File: src/rtl/rgb_panel_timing.sv
module rgb_panel_timing #(
  parameter int PW = 8,
  parameter int AW = 12,
  parameter int DW = 8
) (
  input  logic          clk,
  input  logic          rst_n,
  input  logic          enable,
  input  logic [PW-1:0] hsw_m1,
  input  logic [PW-1:0] hbp_m1,
  input  logic [PW-1:0] hfp_m1,
  input  logic [AW-1:0] hact_m1,
  input  logic [PW-1:0] vsw_m1,
  input  logic [PW-1:0] vbp_m1,
  input  logic [PW-1:0] vfp_m1,
  input  logic [AW-1:0] vact_m1,
  input  logic          inv_hsync,
  input  logic          inv_vsync,
  input  logic          inv_de,
  input  logic          inv_pclk,
  input  logic [DW-1:0] div_m1,
  input  logic          irq_en,
  input  logic          irq_clr,
  output logic          hsync,
  output logic          vsync,
  output logic          de,
  output logic          pclk,
  output logic [AW+1:0] h_pos,
  output logic [AW+1:0] v_pos,
  output logic          irq
);
  localparam int CW = AW + 2;

  logic          run;
  logic [DW-1:0] ratio, dcnt;
  logic [CW-1:0] h, v;
  logic [CW-1:0] s_hs, s_ha, s_hf, s_hl, s_vs, s_va, s_vf, s_vl;

  wire [CW-1:0] c_hs = CW'(hsw_m1) + CW'(1);
  wire [CW-1:0] c_ha = c_hs + CW'(hbp_m1) + CW'(1);
  wire [CW-1:0] c_hf = c_ha + CW'(hact_m1) + CW'(1);
  wire [CW-1:0] c_hl = c_hf + CW'(hfp_m1);
  wire [CW-1:0] c_vs = CW'(vsw_m1) + CW'(1);
  wire [CW-1:0] c_va = c_vs + CW'(vbp_m1) + CW'(1);
  wire [CW-1:0] c_vf = c_va + CW'(vact_m1) + CW'(1);
  wire [CW-1:0] c_vl = c_vf + CW'(vfp_m1);
  wire [DW-1:0] c_ratio = (div_m1 == '1) ? div_m1 : div_m1 + DW'(1);

  wire tick  = run && (dcnt == ratio - DW'(1));
  wire h_end = (h == s_hl);
  wire v_end = (v == s_vl);
  wire wrap  = tick && h_end && v_end;
  wire load  = (!run || wrap) && enable;
  wire stop  = wrap && !enable;

  always_ff @(posedge clk) begin
    if (!rst_n) begin
      run <= 1'b0; ratio <= DW'(1); dcnt <= '0; h <= '0; v <= '0;
      s_hs <= '0; s_ha <= '0; s_hf <= '0; s_hl <= '0;
      s_vs <= '0; s_va <= '0; s_vf <= '0; s_vl <= '0;
    end else if (load) begin
      run <= 1'b1; ratio <= c_ratio; dcnt <= '0; h <= '0; v <= '0;
      s_hs <= c_hs; s_ha <= c_ha; s_hf <= c_hf; s_hl <= c_hl;
      s_vs <= c_vs; s_va <= c_va; s_vf <= c_vf; s_vl <= c_vl;
    end else if (stop) begin
      run <= 1'b0; dcnt <= '0; h <= '0; v <= '0;
    end else if (tick) begin
      dcnt <= '0;
      h <= h_end ? '0 : h + CW'(1);
      if (h_end) v <= v_end ? '0 : v + CW'(1);
    end else if (run) begin
      dcnt <= dcnt + DW'(1);
    end
  end

  always_ff @(posedge clk) begin
    if (!rst_n)             irq <= 1'b0;
    else if (load && irq_en) irq <= 1'b1;
    else if (irq_clr)       irq <= 1'b0;
  end

  wire hs_act = run && (h < s_hs);
  wire vs_act = run && (v < s_vs);
  wire de_act = run && (h >= s_ha) && (h < s_hf) && (v >= s_va) && (v < s_vf);
  wire pc_raw = run && ((ratio == DW'(1)) ? clk : (dcnt >= (ratio >> 1)));

  assign hsync = ~hs_act ^ inv_hsync;
  assign vsync = ~vs_act ^ inv_vsync;
  assign de    = de_act ^ inv_de;
  assign pclk  = pc_raw ^ inv_pclk;
  assign h_pos = h;
  assign v_pos = v;
endmodule


File: config.mk
export PLATFORM = sky130hd
export DESIGN_NAME = rgb_panel_timing
export DESIGN_NICKNAME = d
export VERILOG_FILES = /design/src/rtl/rgb_panel_timing.sv
export SDC_FILE = /design/constraint.sdc
export NUM_CORES = 1
export LEC_CHECK = 0
export BUFFER_PORTS_ARGS = -buffer_cell sky130_fd_sc_hd__clkbuf_2
export CORE_ASPECT_RATIO = 0.7
export CORE_MARGIN = 2
export CORE_UTILIZATION = 35
export DETAILED_ROUTE_END_ITERATION = 8
export GPL_ROUTABILITY_DRIVEN = 0
export PLACE_DENSITY = 0.61
export SKIP_LAST_GASP = 1
export SYNTH_ARGS = -nofsm -noshare
export SYNTH_HDL_FRONTEND = slang
export SYNTH_SLANG_ARGS = --single-unit
File: constraint.sdc
create_clock -name clk -period 5.9 [get_ports clk]
set_clock_uncertainty 0.1 [all_clocks]
set_input_delay 0.59 -clock clk [delete_from_list [all_inputs] [get_ports clk]]
set_output_delay 0.59 -clock clk [all_outputs]
set_load 0.02 [all_outputs]
# Word level (Yosys, flattened, before mapping)
# Index checks and enable logic that the tools add are counted.
# Widths: inputs -> output; s select.
# op_classes
add_sub_neg	17
muxes	8
bitwise	7
n_reduce_logical	21
n_lt_le_gt_ge	7
eq_ne	5
# ops
cell	n
$lt 14x14->1	4
$add 13x1->14 const B	2
$add 14x1->14 const B	2
$add 14x8->14	2
$eq 14x14->1	2
$ge 14x14->1	2
$mux 14	2
$add 11x12->13	2
$add 10x1->11 const B	2
$add 9x8->10	2
$add 8x1->9 const B	2
$add 8x1->8 const B	2
$logic_and 1x1->1	13
$eq 8x1->1 const B	1
$eq 8x8->1	1
$eq 8x8->1 const B	1
$ge 8x7->1	1
$mux 8	1
$sub 8x1->8 const B	1
$mux 1	5
$reduce_bool 2->1	2
$reduce_or 4->1	1
$xor 1x1->1	4
$not 1->1	3
4 further kinds	5
# word_totals
out_inout_bits	33
ff_bits	158

# Longest topological paths before layout
# logic_depth
ltp_word	9
mapped_depth	22

==> metrics.md <==
| Metric | Value |
|---|---|
| Status | `finished clean` |
| Setup bufs post-CTS | `0` |
| CP Max Fanout | `6` |
| Wire length per cell | `16.1 um` |
| Full die area | `30,300 um2` |
| Static Leakage | `4.88 nW` |
| Final wirelength | `28,200 um` |
| First-pass GRT wire length | `45,500 um` |
| Worst VDD drop | `0.245 mV` |
| Most used DFF post-synth | `dfxtp_1` |
| GRT Util Overall | `0.188` |
| Design area | `11,700 um2` |
| Starting density of the core | `0.353` |
| Initial antenna violation count | `1` |
| Switching Share | `0.359` |
| Power share of the clock group | `0.336` |
| Antenna viol nets, final | `0` |
| Dpl cell area | `11,000 um2` |
| Top Family by Delay on Critical Path | `compound AO/OA/AOI/OAI gates` |
| Final net count | `1,579` |
| Remaining global-route overflow | `0` |
| RSZ-0062 raised after global routing | `no` |
| Share of layout cells above drive strength 1 | `0.141` |
| Largest net degree at the start of global routing | `100` |
| Internal power | `0.00232 W` |
| CP Data Required Time | `6.26 ns` |
| Cells after Synth | `1,248` |
| Achievable clock frequency | `219 MHz` |
| Kind of critical path | `in2reg` |
| Chip height | `146 um` |
| Iteration-0 DRC Markers | `654` |
| Comb pwr share | `0.365` |
| GR Util met3 | `0.0359` |
| Core area | `28,700 um2` |
| Avg Cell Area, Syn | `8.11 um2` |
| DR vias/cell | `5.13` |
| Final worst path period need | `4.57 ns` |
| Hold Violations, Final | `0` |
| Layout area overhead | `15.7%` |
| Yosys top cell area share | `0.273` |
| Max Cap Viol | `0` |
| Worst Tran Pin Value | `1.10 ns` |
| CP peak stage delay | `0.44 ns` |
| Drc violations | `0` |
| CP Cell Sequence | `clkbuf_2 -> ha_1 -> fa_1 -> a21o_1 -> a21oi_1 -> xnor2_1 -> ha_1 -> and2_1 -> a31oi_1 -> nand3b_1 -> a21o_1 -> a21oi_1 -> xnor2_1 -> ha_1 -> o21ai_0 -> a21oi_1 -> o21ai_0 -> nor2_1 -> a2111o_1 -> o221ai_1` |
| Top cells by area, synth | `dfxtp_1 (27%), ha_1 (16%), xnor2_1 (6.8%)` |
| Synthesized net count | `1,471` |
| Post-CTS resize count | `0` |
| DP HPWL | `21,400 um` |
| Part of the Yosys area used for sequential elements | `0.273` |
| Pins Over Slew Limit | `0` |
| EDFF count, synth | `0` |
| Worst setup EP type | `flip-flop` |
| Endpoints failing setup | `0` |
| Post-Syn Area | `10,100 um2` |
| Worst rel slew slack | `0.269` |
| CP Data Arrival Time | `4.93 ns` |
| Die X | `207 um` |
| TritonCTS clock tree | `yes` |
| CP bufs+invs | `1` |
| Asr flop ratio synth | `0` |
| Grt met2 use | `0.268` |
| PD cells | `308 nW/um2` |
| Post-Route Setup TNS | `0 ns` |
| Hold_buf cts | `0` |
| Via count | `8,963` |
| Fin crit share | `0.774` |
| Ys Warns | `0` |
| Leading area contributor after synthesis | `dfxtp_1` |
| Clock transition at path regs | `0.06 ns` |
| Number of buffers inserted by port buffering | `121` |
| N_diodes | `0` |
| DR pass1 iterations | `5` |
| Row count | `52` |
| Slowest CP cell | `fa_1` |
| CP Launch Type | `input pin` |
| Number of global-route vias before repair | `8,630` |
| Reg power frac | `0.299` |
| Grt met1 use | `0.285` |
| I/O pin count | `122` |
| Sw power | `0.00130 W` |
| Latest clock arrival within the worst-skew pair | `0.55 ns` |
| Min Hold Slack | `0.169 ns` |
| Hold/Removal Path Class | `in2reg` |
| Synth cell types | `66` |
| FF+latch count, synth | `138` |
| GR peak layer | `met1` |
cells in the final DEF, fill, tap and decap left out, types with 7 or more instances in the layout:
master,synthesis,final
xnor2_1,79,79
o211ai_1,10,10
clkbuf_16,0,20
a21oi_1,107,107
a211oi_2,16,16
nand4_1,18,18
nor2b_1,17,17
nand2b_1,10,10
nand2_1,148,148
nor3_1,18,18
and3_1,15,15
o21a_1,15,14
nand3_1,35,35
inv_1,98,97
nor2_1,119,119
nor4_1,9,9
dfxtp_1,138,138
ha_1,128,128
a211oi_1,25,25
and2_1,11,11
o21ai_0,35,35
inv_6,0,7
xor2_1,48,48
a21o_1,24,24
a31oi_1,8,8
clkbuf_2,1,121
cell usage after synthesis, drive strengths merged, types with 3 or more instances:
library cell / instances
fa: 6
nand3: 35
o31ai: 3
nand2b: 10
nor3: 19
and2: 11
a311o: 3
o221ai: 3
dfxtp: 138
nand2: 148
nor2: 119
xnor2: 79
a211o: 3
a21boi: 4
or3: 5
a31oi: 9
o21ai: 36
xor2: 48
mux2i: 6
nand4: 18
a2111o: 3
a211oi: 41
and3: 15
inv: 98
or2: 6
clkbuf: 17
o21bai: 3
nor4: 10
o2111ai: 3
o21a: 15
a21oi: 107
nor2b: 17
o211ai: 11
ha: 128
buf: 21
a21o: 24
worst paths after layout:
| check | startpoint | endpoint | slack (ns) | cells past startpoint |
|---|---|---|---|---|
| worst max-delay path | vsw_m1[0] | s_vl[11]$_SDFFE_PN0P_ | 1.33 | 20 |
| worst min-delay path | irq_en | irq$_SDFFE_PN0P_ | 0.17 | 3 |
| worst max register to register | h_pos[1]$_SDFFE_PP0P_ | s_vl[3]$_SDFFE_PN0P_ | 2.14 | 8 |
| worst min register to register | s_vf[7]$_SDFFE_PN0P_ | s_vf[7]$_SDFFE_PN0P_ | 0.36 | 2 |
cell type report:
| class | count | area (um2) |
|---|---|---|
| fillers | 2898 | 17000 |
| multi-input cells | 974 | 6810 |
| flip-flops and latches | 138 | 2760 |
| repair buffers | 123 | 623 |
| clock buffers | 22 | 519 |
| well taps | 378 | 473 |
| inverters | 98 | 368 |
| clock inverters | 14 | 158 |
cells by family (layout without fill, tap and decap cells):
| kind of cell | count (synthesis) | after routing | synth area share |
|---|---|---|---|
| AO/OA/AOI/OAI | 281 | 281 | 0.189 |
| multiplexers | 6 | 6 | 0.00593 |
| AND/OR/NAND/NOR | 426 | 426 | 0.197 |
| flip-flops | 138 | 138 | 0.273 |
| XOR/XNOR | 127 | 127 | 0.110 |
| buffers and inverters | 136 | 257 | 0.0557 |
| adder cells (fa/ha/maj) | 134 | 134 | 0.170 |
power groups by stage:
stage	Combinational, W	Sequential, W	Clock [W]
floorplan	0.00101	0.00108	0.00000463
global placement	0.00128	0.00110	0.00000600
detailed placement	0.00130	0.00110	0.00000600
CTS	0.00131	0.00108	0.00124
global route	0.00148	0.00109	0.00128
finish	0.00132	0.00108	0.00121
through the flow:
| step | setup WS, ns | total power (W) | std cells | utilization |
|---|---|---|---|---|
| after global routing | 1.07 | 0.00386 | 1747 | 0.408 |
| final | 1.33 | 0.00361 | 1747 | 0.408 |
| after detailed placement | 0.843 | 0.00241 | 1712 | 0.385 |
| after CTS | 1.40 | 0.00363 | 1747 | 0.408 |
| after global placement | 0.953 | 0.00238 | 1712 | 0.385 |
| after floorplan | 1.44 | 0.00210 | 1248 | - |
registers in the layout, summed over array words and instances, names as in the netlist, 10 cells and up:
signal	flops
s_hf	13
s_va	10
s_vf	13
v_pos	14
s_hl	14
s_vl	14
h_pos	14
s_ha	10
worst register-to-register path, stage by stage, from the launching register on:
cell     delay, ns
dfxtp_1       0.66
xnor2_1       0.25
nand4_1       0.14
nor4_1        0.72
nand3_1       0.30
o21a_4        0.52
buf_4         0.43
or3_1         0.43
a21oi_1       0.13
routing by layer:
layer | vias to the layer above | routed length (um)
met5 | - | 0
met3 | 29 | 1270
li1 | 4552 | -
met2 | 217 | 11400
met1 | 4165 | 15200
met4 | 0 | 357
Note: power is estimated with default switching activity, not from simulation.
